**config.mk**
```make
export PLATFORM = sky130hd
export DESIGN_NAME = irq_gather
export DESIGN_NICKNAME = d
export VERILOG_FILES = /design/src/rtl/irqg_pkg.sv /design/src/rtl/irqg_flag_bank.sv /design/src/rtl/irqg_mask_bank.sv /design/src/rtl/irqg_enable.sv /design/src/rtl/irq_gather.sv
export SDC_FILE = /design/constraint.sdc
export NUM_CORES = 1
export LEC_CHECK = 0
export CAP_MARGIN = 10
export CORE_MARGIN = 3
export CORE_UTILIZATION = 51
export DETAILED_ROUTE_END_ITERATION = 16
export GPL_TIMING_DRIVEN = 0
export PLACE_DENSITY = 0.87
export SYNTH_ARGS = -nofsm -noshare
export SYNTH_HDL_FRONTEND = slang
export SYNTH_HIERARCHICAL = 1
export SYNTH_SLANG_ARGS = --single-unit
```
**constraint.sdc**
```tcl
create_clock -name clk -period 1.8 [get_ports clk]
set_input_delay 0.27 -clock clk [delete_from_list [all_inputs] [get_ports clk]]
set_output_delay 0.27 -clock clk [all_outputs]
set_load 0.01 [all_outputs]
```
**src/rtl/irqg_pkg.sv**
```systemverilog
package irqg_pkg;
   typedef enum logic [1:0] {
      GRP_FLAG = 2'd0,
      GRP_MASK = 2'd1,
      GRP_CTRL = 2'd2,
      GRP_NONE = 2'd3
   } reg_grp_e;
endpackage

```
**src/rtl/irqg_flag_bank.sv**
```systemverilog
module irqg_flag_bank #(
   parameter int BANK_W = 4,
   parameter int VALID  = 4
) (
   input  logic              clk,
   input  logic              rst_n,
   input  logic [BANK_W-1:0] req,
   input  logic              wr_clr,
   input  logic [BANK_W-1:0] wdata,
   input  logic              rd_clr,
   output logic [BANK_W-1:0] flags
);
   logic [BANK_W-1:0] clr_mask;

   always_comb begin
      clr_mask = '0;
      if (wr_clr) clr_mask = clr_mask | wdata;
      if (rd_clr) clr_mask = clr_mask | flags;
   end

   for (genvar b = 0; b < BANK_W; b++) begin : g_bit
      if (b < VALID) begin : g_live
         always_ff @(posedge clk or negedge rst_n) begin
            if (!rst_n) flags[b] <= 1'b0;
            else        flags[b] <= (flags[b] & ~clr_mask[b]) | req[b];
         end
      end else begin : g_tie
         assign flags[b] = 1'b0;
      end
   end
endmodule

```
**src/rtl/irqg_mask_bank.sv**
```systemverilog
module irqg_mask_bank #(
   parameter int BANK_W = 4,
   parameter int VALID  = 4
) (
   input  logic              clk,
   input  logic              rst_n,
   input  logic              wr,
   input  logic [BANK_W-1:0] wdata,
   output logic [BANK_W-1:0] mask
);
   for (genvar b = 0; b < BANK_W; b++) begin : g_bit
      if (b < VALID) begin : g_live
         always_ff @(posedge clk or negedge rst_n) begin
            if (!rst_n)  mask[b] <= 1'b0;
            else if (wr) mask[b] <= wdata[b];
         end
      end else begin : g_tie
         assign mask[b] = 1'b0;
      end
   end
endmodule

```
**src/rtl/irqg_enable.sv**
```systemverilog
module irqg_enable (
   input  logic clk,
   input  logic rst_n,
   input  logic halt,
   input  logic wr,
   input  logic wbit,
   output logic gen_en
);
   logic halt_q;
   logic halt_rise;

   assign halt_rise = halt & ~halt_q;

   always_ff @(posedge clk or negedge rst_n) begin
      if (!rst_n) begin
         halt_q <= 1'b0;
         gen_en <= 1'b0;
      end else begin
         halt_q <= halt;
         if (halt_rise) gen_en <= 1'b1;
         else if (wr)   gen_en <= wbit;
      end
   end
endmodule

```
**src/rtl/irq_gather.sv**
```systemverilog
module irq_gather #(
   parameter  int N_EXT   = 5,
   parameter  int N_INT   = 8,
   parameter  int BANK_W  = 4,
   localparam int N_SRC   = N_EXT + N_INT,
   localparam int NBANK   = (N_SRC + BANK_W - 1) / BANK_W,
   localparam int BANK_AW = (NBANK > 1) ? $clog2(NBANK) : 1,
   localparam int ADDR_W  = BANK_AW + 2
) (
   input  logic              clk,
   input  logic              rst_n,
   input  logic [N_EXT-1:0]  req_ext,
   input  logic [N_INT-1:0]  req_int,
   input  logic [ADDR_W-1:0] reg_addr,
   input  logic              reg_wr,
   input  logic [BANK_W-1:0] reg_wdata,
   input  logic              reg_rd,
   output logic [BANK_W-1:0] reg_rdata,
   input  logic              cpu_halt,
   output logic              cpu_irq
);
   import irqg_pkg::*;

   localparam int N_PAD = NBANK * BANK_W;

   if (N_EXT < 1) begin : g_bad_ext
      $error("irq_gather: N_EXT must be at least 1");
   end
   if (N_INT < 1) begin : g_bad_int
      $error("irq_gather: N_INT must be at least 1");
   end
   if (BANK_W < 1) begin : g_bad_bw
      $error("irq_gather: BANK_W must be at least 1");
   end

   logic [N_PAD-1:0]   req_pad;
   logic [N_PAD-1:0]   flag_q;
   logic [N_PAD-1:0]   mask_q;
   logic               gen_en;
   reg_grp_e           grp;
   logic [BANK_AW-1:0] bank;
   logic               bank_ok;

   if (N_PAD > N_SRC) begin : g_pad
      assign req_pad = {{(N_PAD-N_SRC){1'b0}}, req_int, req_ext};
   end else begin : g_nopad
      assign req_pad = {req_int, req_ext};
   end

   assign grp     = reg_grp_e'(reg_addr[ADDR_W-1 -: 2]);
   assign bank    = reg_addr[BANK_AW-1:0];
   assign bank_ok = (int'(bank) < NBANK);

   for (genvar k = 0; k < NBANK; k++) begin : g_bank
      localparam int REM   = N_SRC - k * BANK_W;
      localparam int VALID = (REM < BANK_W) ? REM : BANK_W;
      logic hit;
      assign hit = (int'(bank) == k);

      irqg_flag_bank #(.BANK_W(BANK_W), .VALID(VALID)) u_flag (
         .clk    (clk),
         .rst_n  (rst_n),
         .req    (req_pad[k*BANK_W +: BANK_W]),
         .wr_clr (reg_wr && grp == GRP_FLAG && hit),
         .wdata  (reg_wdata),
         .rd_clr (reg_rd && grp == GRP_FLAG && hit),
         .flags  (flag_q[k*BANK_W +: BANK_W])
      );

      irqg_mask_bank #(.BANK_W(BANK_W), .VALID(VALID)) u_mask (
         .clk   (clk),
         .rst_n (rst_n),
         .wr    (reg_wr && grp == GRP_MASK && hit),
         .wdata (reg_wdata),
         .mask  (mask_q[k*BANK_W +: BANK_W])
      );
   end

   irqg_enable u_en (
      .clk    (clk),
      .rst_n  (rst_n),
      .halt   (cpu_halt),
      .wr     (reg_wr && grp == GRP_CTRL && bank == '0),
      .wbit   (reg_wdata[0]),
      .gen_en (gen_en)
   );

   always_comb begin
      reg_rdata = '0;
      unique case (grp)
         GRP_FLAG: if (bank_ok) reg_rdata = flag_q[int'(bank)*BANK_W +: BANK_W];
         GRP_MASK: if (bank_ok) reg_rdata = mask_q[int'(bank)*BANK_W +: BANK_W];
         GRP_CTRL: if (bank == '0) reg_rdata[0] = gen_en;
         default:  reg_rdata = '0;
      endcase
   end

   assign cpu_irq = gen_en & (|(flag_q & mask_q));
endmodule

```
Word level (Yosys, flattened, before mapping)
Cells that the tools add are included.
{"block": "op_classes", "n_eq_ne": 5, "shifts": 2, "muxes": 13, "n_bitwise": 47, "reduce_logical": 22}
{"cell": "indexed part select 16 x 5 -> 4 bit", "n": 2}
{"cell": "2-to-1 mux 4 bit", "n": 6}
{"cell": "logical AND 1 bit", "n": 17}
{"cell": "OR reduction 16 bit", "n": 1}
{"cell": "AND 1 bit", "n": 15}
{"cell": "inverter 1 bit", "n": 14}
{"cell": "bitwise OR 1 bit", "n": 14}
{"cell": "AND 13 bit", "n": 1}
{"cell": "bitwise OR 4 bit", "n": 3}
{"cell": "equality test 2 bit, second input constant", "n": 3}
{"cell": "logical NOT 2 bit", "n": 3}
{"cell": "case mux 3 bit (2 select lines)", "n": 1}
{"cell": "2-to-1 mux 1 bit", "n": 5}
{"cell": "equality test 2 x 1 -> 1 bit, second input constant", "n": 2}
{"cell": "case mux 1 bit (3 select lines)", "n": 1}
{"cell": "nonzero test 2 bit", "n": 1}
{"block": "totals", "regBits": 28, "output_inout_bits": 5, "elab_cells": 117}

Depth between registers and ports, before layout
Gate-level depths: netlist of run 1.
{"block": "logic_depth", "word_depth": 9, "depth_mapped": 6, "mapped_depth_nobuf": 5}

Cells and area by module
The synthesis of run 1 kept the hierarchy.
{"module": "irq_gather", "instances": 1, "cells_each": 54, "area_per_inst_um2": 485.5, "seq_area_each_um2": 0.0}
{"module": "irqg_flag_bank (g_bank[0].u_flag ...)", "instances": 3, "cells_each": 13, "area_per_inst_um2": 153.9, "seq_area_each_um2": 100.1}
{"module": "irqg_mask_bank (g_bank[0].u_mask ...)", "instances": 3, "cells_each": 8, "area_per_inst_um2": 145.1, "seq_area_each_um2": 100.1}
{"module": "irqg_enable", "instances": 1, "cells_each": 5, "area_per_inst_um2": 68.8, "seq_area_each_um2": 50.0}
{"module": "irqg_flag_bank (g_bank[3].u_flag)", "instances": 1, "cells_each": 8, "area_per_inst_um2": 67.6, "seq_area_each_um2": 25.0}
{"module": "irqg_mask_bank (g_bank[3].u_mask)", "instances": 1, "cells_each": 6, "area_per_inst_um2": 66.3, "seq_area_each_um2": 25.0}

Least setup slack after synthesis of run 1
No wires, ideal clock.
{"block": "synth_timing", "kind": "input -> register", "startpoint": "in reg_addr[0]", "endpoint": "reg g_bank[1].u_mask.mask[0]", "setup_ns": 0.125, "arrival_ns": 1.336, "t_required_ns": 1.675, "setup_slack_ns": 0.339, "cell_stages": 5, "cell_sequence": "buf_6 buf_8 or2b_1 nor2_1 mux2_2"}
{"block": "synth_via", "elab_chain_len": 2}
{"item": "start: declaration", "line_no": "irq_gather.sv:14", "rtl": "input logic [ADDR_W-1:0] reg_addr,"}
{"item": "equality test 2 bit", "line_no": "irq_gather.sv:58", "rtl": "assign hit = (int'(bank) == k);"}
{"item": "logical AND 1 bit", "line_no": "irq_gather.sv:73", "rtl": ".wr (reg_wr && grp == GRP_MASK && hit),"}
{"item": "end signal: indexed assignment", "line_no": "irqg_mask_bank.sv:15", "rtl": "else if (wr) mask[b] <= wdata[b];"}
{"item": "end: declaration", "line_no": "irqg_mask_bank.sv:9", "rtl": "output logic [BANK_W-1:0] mask"}
Every way passes these cells.
A chain may end at the register's enable or synchronous reset.

Final worst setup path of run 1
{"block": "layout_timing", "startpoint": "reg g_bank[2].u_flag.flags[0]", "endpoint": "out cpu_irq"}
{"block": "layout_via", "elab_chain_len": 3}
{"item": "start: declaration", "line_no": "irqg_flag_bank.sv:11", "rtl": "output logic [BANK_W-1:0] flags"}
{"item": "start signal: indexed assignment", "line_no": "irqg_flag_bank.sv:25", "rtl": "else flags[b] <= (flags[b] & ~clr_mask[b]) | req[b];"}
{"item": "AND 13 bit", "line_no": "irq_gather.sv:98", "rtl": "assign cpu_irq = gen_en & (|(flag_q & mask_q));"}
{"item": "OR reduction 16 bit", "line_no": "irq_gather.sv:98"}
{"item": "AND 1 bit", "line_no": "irq_gather.sv:98"}
{"item": "end: declaration", "line_no": "irq_gather.sv:20", "rtl": "output logic cpu_irq"}
Every way passes these cells.

==> impl_metrics.yaml, run 1 <==
synthesis:
  ys_warn_count: 6
  synth_area_per_cell_um2: 11.71
  synthCells: 135
  syn-cell-area_um2: 1582
setup_path:
  crit_fanout: 3
  worstPathRequired_ps: 1530
  cpMaxStageDelayCell: "dfrtp_1"
  worst_path_largest_cell_delay_ps: 430
  path_class: "reg2out"
  critPathArrivalTime_ps: 1690
  end_kind: "output pin"
  path_cells: "a22o_1 > a221oi_2 > nand3_1 > o21a_1 > buf_2"
  cp-start-kind: "register"
  r2r_cells: 2
power:
  ir_drop_mv: 0.6312
  p_clk_share_pct: 25.0
  p_total_mw: 1.664
  p_sw_share_pct: 26.36
  seq_power_share_pct: 46.0
  p_int_mw: 1.225
  p_leak_nw: 0.8459
  p_sw_mw: 0.4385
  combPwrFrac_pct: 29.0
  power.density_nw_per_um2: 792.4
final_layout:
  multi_input_area_um2: 799.5
  synthToLayoutAreaGrowth_pct: 32.75
  nets: 218
  final_cell_mix: "dfrtp_1 (28), buf_4 (25), clkdlybuf4s50_1 (21)"
  final_common_cell: "dfrtp_1"
  seq_area_um2: 700.7
  drive_gt1_share_pct: 33.51
  diodes: 0
  finalNonFillerCells: 222
  fillers: 207
detailed_routing:
  drc: 0
  finalWirelength_mm: 4.585
  dr.pass1.iters: 4
  ant_nets: 0
  initialDrtViolationCount: 109
  drt-wirelength-per-cell_um: 20.65
  vias_per_cell: 6.329
  vias: 1405
min_path:
  hold_class: "in2reg"
  worstHoldPathCells: 1
status:
  status: "complete, but fails checks"
  violations: "negative setup slack"
cts:
  clock-sinks: 28
  cts_root_buf: "clkbuf_4"
  path_clk_slew_ps: 150
  cts.path.max_buffers: 2
  ctsHtreeMaxLevel: 1
  cts_tree: "yes"
  cts_inserted_buffers: 3
  worstSkewPairLatency_ps: 340
global_route:
  first_global_vias: 1435
  grt_max_degree: 29
  track_usage_pct: 26.65
  grt_pass1_wl_mm: 7.079
  antenna_found_initial: 0
  global_route.overflow_total: 0
floorplanning:
  initial_utilization_pct: 55.44
  die_x_um: 61.69
  coreArea_um2: 2853
  io_pins: 31
  die_area_um2: 3805
  num_rows: 19
  die_y_um: 61.69
timing:
  timing.fmax_mhz: 509.2
  setup_violations: 9
  final.setup.tns_ps: -591.4
  fin_worst_skew_ps: 0.1236
  finalMaxSlewViolations: 0
  tightest_slew_ps: 639.0
  post-route-period-util_pct: 109.1
  hold_violations: 0
  relSlewSlack_pct: 57.40
  setup_slack_ps: -163.8
  final.min_clock_period_ps: 1964
  rsz0062_at_grt: "yes"
place:
  routabilityCongestion: 0.9360
  port_buffers: 28
  dpl.cell_count: 198
  dp_slack_ps: -622.5
  hpwl_mm: 2.967
job:
  cap_violations: 0
layer usage:
layer	global-route usage, %	routed length (µm)	vias to the layer above
met4	11.82	127	0
met3	5.870	477	13
met1	34.02	1738	700
met2	43.50	2241	92
li1	-	-	600
met5	0	0	-
critical path, delay by kind of cell (launching register included):
family          cells  cell delay, ps
buf+inv             1             130
flops               1             430
compound gates      3             680
simple gates        1             110
cell type report:
type | instances | share of cell area (%)
Timing Repair Buffer | 48 | 19.31
Tap cell | 31 | 1.847
Buffer | 10 | 3.993
Sequential cell | 28 | 33.37
Multi-Input combinational cell | 96 | 38.08
Inverter | 5 | 0.8939
Clock inverter | 1 | 1.430
Clock buffer | 3 | 1.073
flip-flops by register name (all words and copies together) (netlist names):
register / count
g_bank.u_flag/flags: 13
u_en/halt_q: 1
g_bank.u_mask/mask: 13
u_en/gen_en: 1
path summary, 6_finish.rpt:
kind	slack [ps]	to	from
worst max-delay path	-160	cpu_irq	g_bank[2].u_flag/flags[0]
worst min-delay path	380	u_en/halt_q	cpu_halt
worst max register to register	880	g_bank[1].u_mask/mask[2]	g_bank[1].u_mask/mask[2]
worst min register to register	440	u_en/gen_en	u_en/halt_q
max in group asynchronous	920	g_bank[2].u_mask/mask[3]	rst_n
min in group asynchronous	470	u_en/halt_q	rst_n
stage by stage:
stage	instance area (µm²)	hold slack, ps	util [%]
6_report	2100	380.4	73.60
4_1_cts	2076	385.1	72.76
2_1_floorplan	1597	-25.59	-
5_1_grt	2100	364.2	73.60
3_5_place_dp	1916	417.7	67.15
3_3_place_gp	1916	404.8	67.15
what timing repair did:
item | CTS | global route
pin swaps | 6 | 4
hold buffers | 0 | 1
setup buffers | 16 | 3
hold endpoints to repair | 0 | 28
gates resized for setup | 31 | 2
setup endpoints to repair | 21 | 5
power groups by stage:
stage	logic (mW)	clock network [mW]	registers, mW
6_report	0.483	0.415	0.766
5_1_grt	0.507	0.448	0.772
4_1_cts	0.448	0.419	0.761
3_5_place_dp	0.354	0	0.784
3_3_place_gp	0.336	0	0.776
2_1_floorplan	0.221	0	0.758
Power figures use the tool's default switching activity.
==> run 2: changes to the inputs <==
--- a/config.mk
+++ b/config.mk
@@ -5,7 +5,9 @@
 export SDC_FILE = /design/constraint.sdc
 export NUM_CORES = 1
 export LEC_CHECK = 0
+export ABC_CLOCK_PERIOD_IN_PS = 1800
 export CAP_MARGIN = 10
+export CORE_ASPECT_RATIO = 1.1
 export CORE_MARGIN = 3
 export CORE_UTILIZATION = 51
 export DETAILED_ROUTE_END_ITERATION = 16
==> impl_metrics.yaml, run 2 (same netlist as run 1, synthesis figures left out) <==
status:
  status: "complete, but fails checks"
  violations: "negative setup slack"
final_layout:
  drive_gt1_share_pct: 33.68
  top_regs: "g_bank.u_flag/flags: 13 flops, g_bank.u_mask/mask: 13 flops"
  final_common_cell: "dfrtp_1"
  nets: 218
  synthToLayoutAreaGrowth_pct: 31.65
  fin_util_pct: 72.98
  final_cell_mix: "dfrtp_1 (28), buf_4 (26), clkdlybuf4s50_1 (22)"
  diodes: 0
cts:
  cts_tree: "yes"
  ctsHtreeMaxLevel: 1
  worstSkewPairLatency_ps: 320
  clock-sinks: 28
  cts_root_buf: "clkbuf_4"
  cts_inserted_buffers: 3
  postCtsHoldBufs: 0
  path_clk_slew_ps: 150
  cts.path.max_buffers: 2
setup_path:
  end_kind: "output pin"
  path_class: "reg2out"
  cpMaxStageDelayCell: "dfrtp_1"
  worst_path_largest_cell_delay_ps: 440
  path_cells: "a22o_1 > a221oi_2 > nand3_1 > o21a_1 > buf_2"
  r2r_slack_ps: 830
  worstPathRequired_ps: 1530
  crit_fanout: 3
  r2r_cells: 3
  reg2reg_from: "g_bank[1].u_flag/flags[3]"
  cp-start-kind: "register"
  r2r_end: "g_bank[1].u_flag/flags[3]"
  critPathArrivalTime_ps: 1720
timing:
  rsz0062_at_grt: "yes"
  hold_violations: 0
  tightest_slew_ps: 648.0
  fin_worst_skew_ps: 0.02126
  relSlewSlack_pct: 56.66
  setup_slack_ps: -193.8
  setup_violations: 5
  final.min_clock_period_ps: 1994
  finalMaxSlewViolations: 0
  post-route-period-util_pct: 110.8
  final.setup.tns_ps: -468.3
  timing.fmax_mhz: 501.6
floorplanning:
  die_x_um: 59.10
  die_area_um2: 3806
  initial_utilization_pct: 55.44
  num_rows: 20
  coreArea_um2: 2853
  die_y_um: 64.41
  io_pins: 31
place:
  hpwl_mm: 2.967
  routabilityCongestion: 0.9132
  port_buffers: 28
global_route:
  global_route.overflow_total: 0
  grt_pass1_wl_mm: 7.120
  track_usage_pct: 25.34
  antenna_found_initial: 0
  grt_max_degree: 29
  first_global_vias: 1450
power:
  ir_drop_mv: 0.7331
  power.density_nw_per_um2: 728.9
  p_leak_nw: 0.8324
detailed_routing:
  initialDrtViolationCount: 80
  vias_per_cell: 6.202
  vias: 1383
  drc: 0
  finalWirelength_mm: 4.414
  ant_nets: 0
  drt-wirelength-per-cell_um: 19.79
  dr.pass1.iters: 4
min_path:
  hold_class: "in2async"
job:
  cap_violations: 0
==> run 2: changes by cell type in the layout (fill, tap and decap cells not counted), sizes merged <==
cell | before | now
bufinv | 1 | 0
dlygate4sd3 | 1 | 0
clkdlybuf4s50 | 21 | 22
==> run 2: layout make-up <==
type / instances / area [µm²]
sequential: 28 / 700.7
multi-input combinational: 96 / 803.3
clock buffer: 3 / 22.52
inverter: 5 / 18.77
tap: 33 / 41.29
buffer: 10 / 83.83
timing repair buffer: 48 / 411.6
fill: 202 / 770.7
==> run 2: what timing repair did <==
action	CTS	global route
endpoints found under the setup margin	14	5
buffers inserted	17	2
gates cloned	0	0
resized for setup	32	1
pin swaps	5	0
==> run 2: where the power goes <==
part	switching, mW	internal, mW	leakage [nW]	total [mW]
logic	0.194	0.297	0.521	0.491
registers	0.0545	0.708	0.297	0.762
clock network	0.185	0.0787	0.0138	0.264
total	0.434	1.08	0.832	1.52
==> run 2: worst max-delay path by stage <==
| stage | startpoint | endpoint | slack [ps] | depth (start not counted) |
|---|---|---|---|---|
| detailed placement | reg_addr[1] | reg_rdata[3] | -650 | 6 |
| floorplan | reg_addr[0] | g_bank[1].u_mask/mask[0] | 340 | 5 |
| global route | g_bank[2].u_mask/mask[1] | cpu_irq | -270 | 5 |
| finish | g_bank[2].u_mask/mask[1] | cpu_irq | -190 | 5 |
| CTS | g_bank[2].u_mask/mask[0] | cpu_irq | -140 | 5 |
| global placement | reg_addr[1] | reg_rdata[3] | -600 | 6 |
==> run 2: layer usage <==
layer | global-route usage [%] | share of wire, % | vias to the layer above
met5 | 0 | 0 | -
met4 | 14.45 | 4.3 | 0
met3 | 4.242 | 8.3 | 20
met2 | 40.33 | 50 | 89
met1 | 31.97 | 37 | 674
li1 | - | - | 600
==> run 2: worst max-delay path: cells and delay by family, from the launching register on <==
kind | cells | cell delay (ps)
AO/OA/AOI/OAI | 3 | 670
flip-flops | 1 | 440
AND/OR/NAND/NOR | 1 | 150
buffers and inverters | 1 | 130
==> run 2: stage by stage <==
step | cells | instance area (µm²) | hold slack (ps) | power (mW) | setup slack (ps)
2_1_floorplan | 139 | 1597 | -25.59 | 0.9790 | 339.1
3_3_place_gp | 200 | 1918 | 404.4 | 1.112 | -599.2
3_5_place_dp | 200 | 1918 | 407.1 | 1.138 | -650.2
4_1_cts | 220 | 2048 | 393.3 | 1.489 | -140.8
5_1_grt | 223 | 2082 | 329.3 | 1.580 | -268.2
6_report | 223 | 2082 | 311.0 | 1.518 | -193.8
==> run 3: changes to the inputs <==
--- a/config.mk
+++ b/config.mk
@@ -5,11 +5,14 @@
 export SDC_FILE = /design/constraint.sdc
 export NUM_CORES = 1
 export LEC_CHECK = 0
+export ABC_AREA = 1
 export ABC_CLOCK_PERIOD_IN_PS = 1800
 export CAP_MARGIN = 10
+export CELL_PAD_IN_SITES_DETAIL_PLACEMENT = 1
+export CELL_PAD_IN_SITES_GLOBAL_PLACEMENT = 1
 export CORE_ASPECT_RATIO = 1.1
 export CORE_MARGIN = 3
-export CORE_UTILIZATION = 51
+export CORE_UTILIZATION = 37
 export DETAILED_ROUTE_END_ITERATION = 16
 export GPL_TIMING_DRIVEN = 0
 export PLACE_DENSITY = 0.87
==> impl_metrics.yaml, run 3 <==
status:
  status: "complete, no violations"
detailed_routing:
  initialDrtViolationCount: 98
  vias_per_cell: 4.916
  finalWirelength_mm: 5.345
  dr.pass1.iters: 4
  drt-wirelength-per-cell_um: 14.49
  drc: 0
  ant_nets: 0
  vias: 1814
place:
  routabilityCongestion: 0.8035
  port_buffers: 29
  dpl.cell_count: 358
  hpwl_mm: 4.105
  placed_area_um2: 2212
global_route:
  grt_pass1_wl_mm: 8.859
  grt_max_degree: 19
  track_usage_pct: 19.90
  antenna_found_initial: 0
  global_route.overflow_total: 0
  first_global_vias: 1842
final_layout:
  fillers: 645
  multi_input_area_um2: 903.4
  drive_gt1_share_pct: 13.10
  nets: 341
  finalNonFillerCells: 369
  design_area_um2: 2308
  top_regs: "g_bank.u_flag/flags: 13 flops, g_bank.u_mask/mask: 13 flops"
  synthToLayoutAreaGrowth_pct: 27.59
  final_cell_mix: "nand2_1 (133), dfrtp_1 (28), nand3_1 (27)"
  diodes: 0
  final_common_cell: "nand2_1"
  seq_area_um2: 700.7
  fin_util_pct: 49.28
power:
  power.density_nw_per_um2: 673.6
  ir_drop_mv: 0.3435
  p_leak_nw: 1.185
  p_total_mw: 1.555
cts:
  worstSkewPairLatency_ps: 280
  clock-sinks: 28
  path_clk_slew_ps: 90
  cts_inserted_buffers: 3
  postCtsHoldBufs: 0
  ctsHtreeMaxLevel: 1
  cts.path.max_buffers: 2
  cts_tree: "yes"
  cts_root_buf: "clkbuf_8"
setup_path:
  end_kind: "output pin"
  cp-start-kind: "input pin"
  crit_fanout: 5
  r2r_slack_ps: 1020
  path_class: "in2out"
  worstPathRequired_ps: 1530
  critPathArrivalTime_ps: 1470
synthesis:
  ys_warn_count: 6
  synth_area_per_cell_um2: 6.751
  synthCells: 268
  syn-cell-area_um2: 1809
timing:
  timing.fmax_mhz: 575.8
  final.min_clock_period_ps: 1737
  hold_violations: 0
  relSlewSlack_pct: 56.33
  post-route-period-util_pct: 96.49
  tightest_slew_ps: 653.0
  final.setup.tns_ps: 0
  fin_worst_skew_ps: 0.3901
  setup_violations: 0
  finalMaxSlewViolations: 0
floorplanning:
  initial_utilization_pct: 38.62
  num_rows: 26
  io_pins: 31
  die_y_um: 79.34
  die_area_um2: 5766
  coreArea_um2: 4684
  die_x_um: 72.68
min_path:
  hold_class: "in2async"
job:
  cap_violations: 0
run 3: critical path, stage by stage:
cell	delay, ps
clkdlybuf4s50_1	520
inv_1	110
nor2_4	140
nand2_1	70
nand2_1	80
dlygate4sd2_1	270
run 3: worst paths after layout:
check | depth (start not counted) | endpoint | start
min reg2reg | 2 | u_en/gen_en | u_en/gen_en
min | 1 | g_bank[3].u_mask/mask[0] | rst_n
max reg2reg | 3 | g_bank[2].u_flag/flags[3] | g_bank[2].u_flag/flags[3]
max | 6 | reg_rdata[3] | reg_addr[2]
min in group clk | 5 | g_bank[3].u_mask/mask[0] | reg_addr[1]
max in group asynchronous | 2 | g_bank[1].u_flag/flags[2] | rst_n
run 3: cell type report:
type	instances	area share (%)
sequential	28	30.35
inverter	28	4.878
multi-input combinational	205	39.13
buffer	11	4.770
clock buffer	3	1.789
tap	56	3.035
timing repair buffer	38	16.04
run 3: stage by stage:
stage	hold slack (ps)	setup slack, ps
6_report	380.7	63.23
5_1_grt	397.8	-41.70
4_1_cts	395.6	61.40
3_5_place_dp	489.5	-426.1
3_3_place_gp	481.6	-406.0
2_1_floorplan	-25.59	608.3
run 3: per-layer routing:
| layer | up-vias | global-route usage (%) | part of all wire [%] |
|---|---|---|---|
| li1 | 900 | - | - |
| met1 | 877 | 25.69 | 44 |
| met2 | 32 | 36.01 | 53 |
| met3 | 5 | 1.899 | 2.6 |
| met4 | 0 | 3.321 | 0.90 |
| met5 | - | 0 | 0 |
run 3: repair_timing:
| action | CTS | global route |
|---|---|---|
| buffers inserted | 6 | 1 |
| gates resized for setup | 6 | 3 |
| setup endpoints to repair | 5 | 3 |
| pin swaps | 0 | 3 |
| gates cloned | 1 | 0 |
run 3: power by group:
| part | total [mW] | switching, mW | internal (mW) | leakage, nW |
|---|---|---|---|---|
| clock | 0.353 | 0.202 | 0.151 | 0.0216 |
| combinational | 0.437 | 0.238 | 0.199 | 0.860 |
| sequential | 0.765 | 0.0652 | 0.700 | 0.303 |
| total | 1.55 | 0.505 | 1.05 | 1.18 |
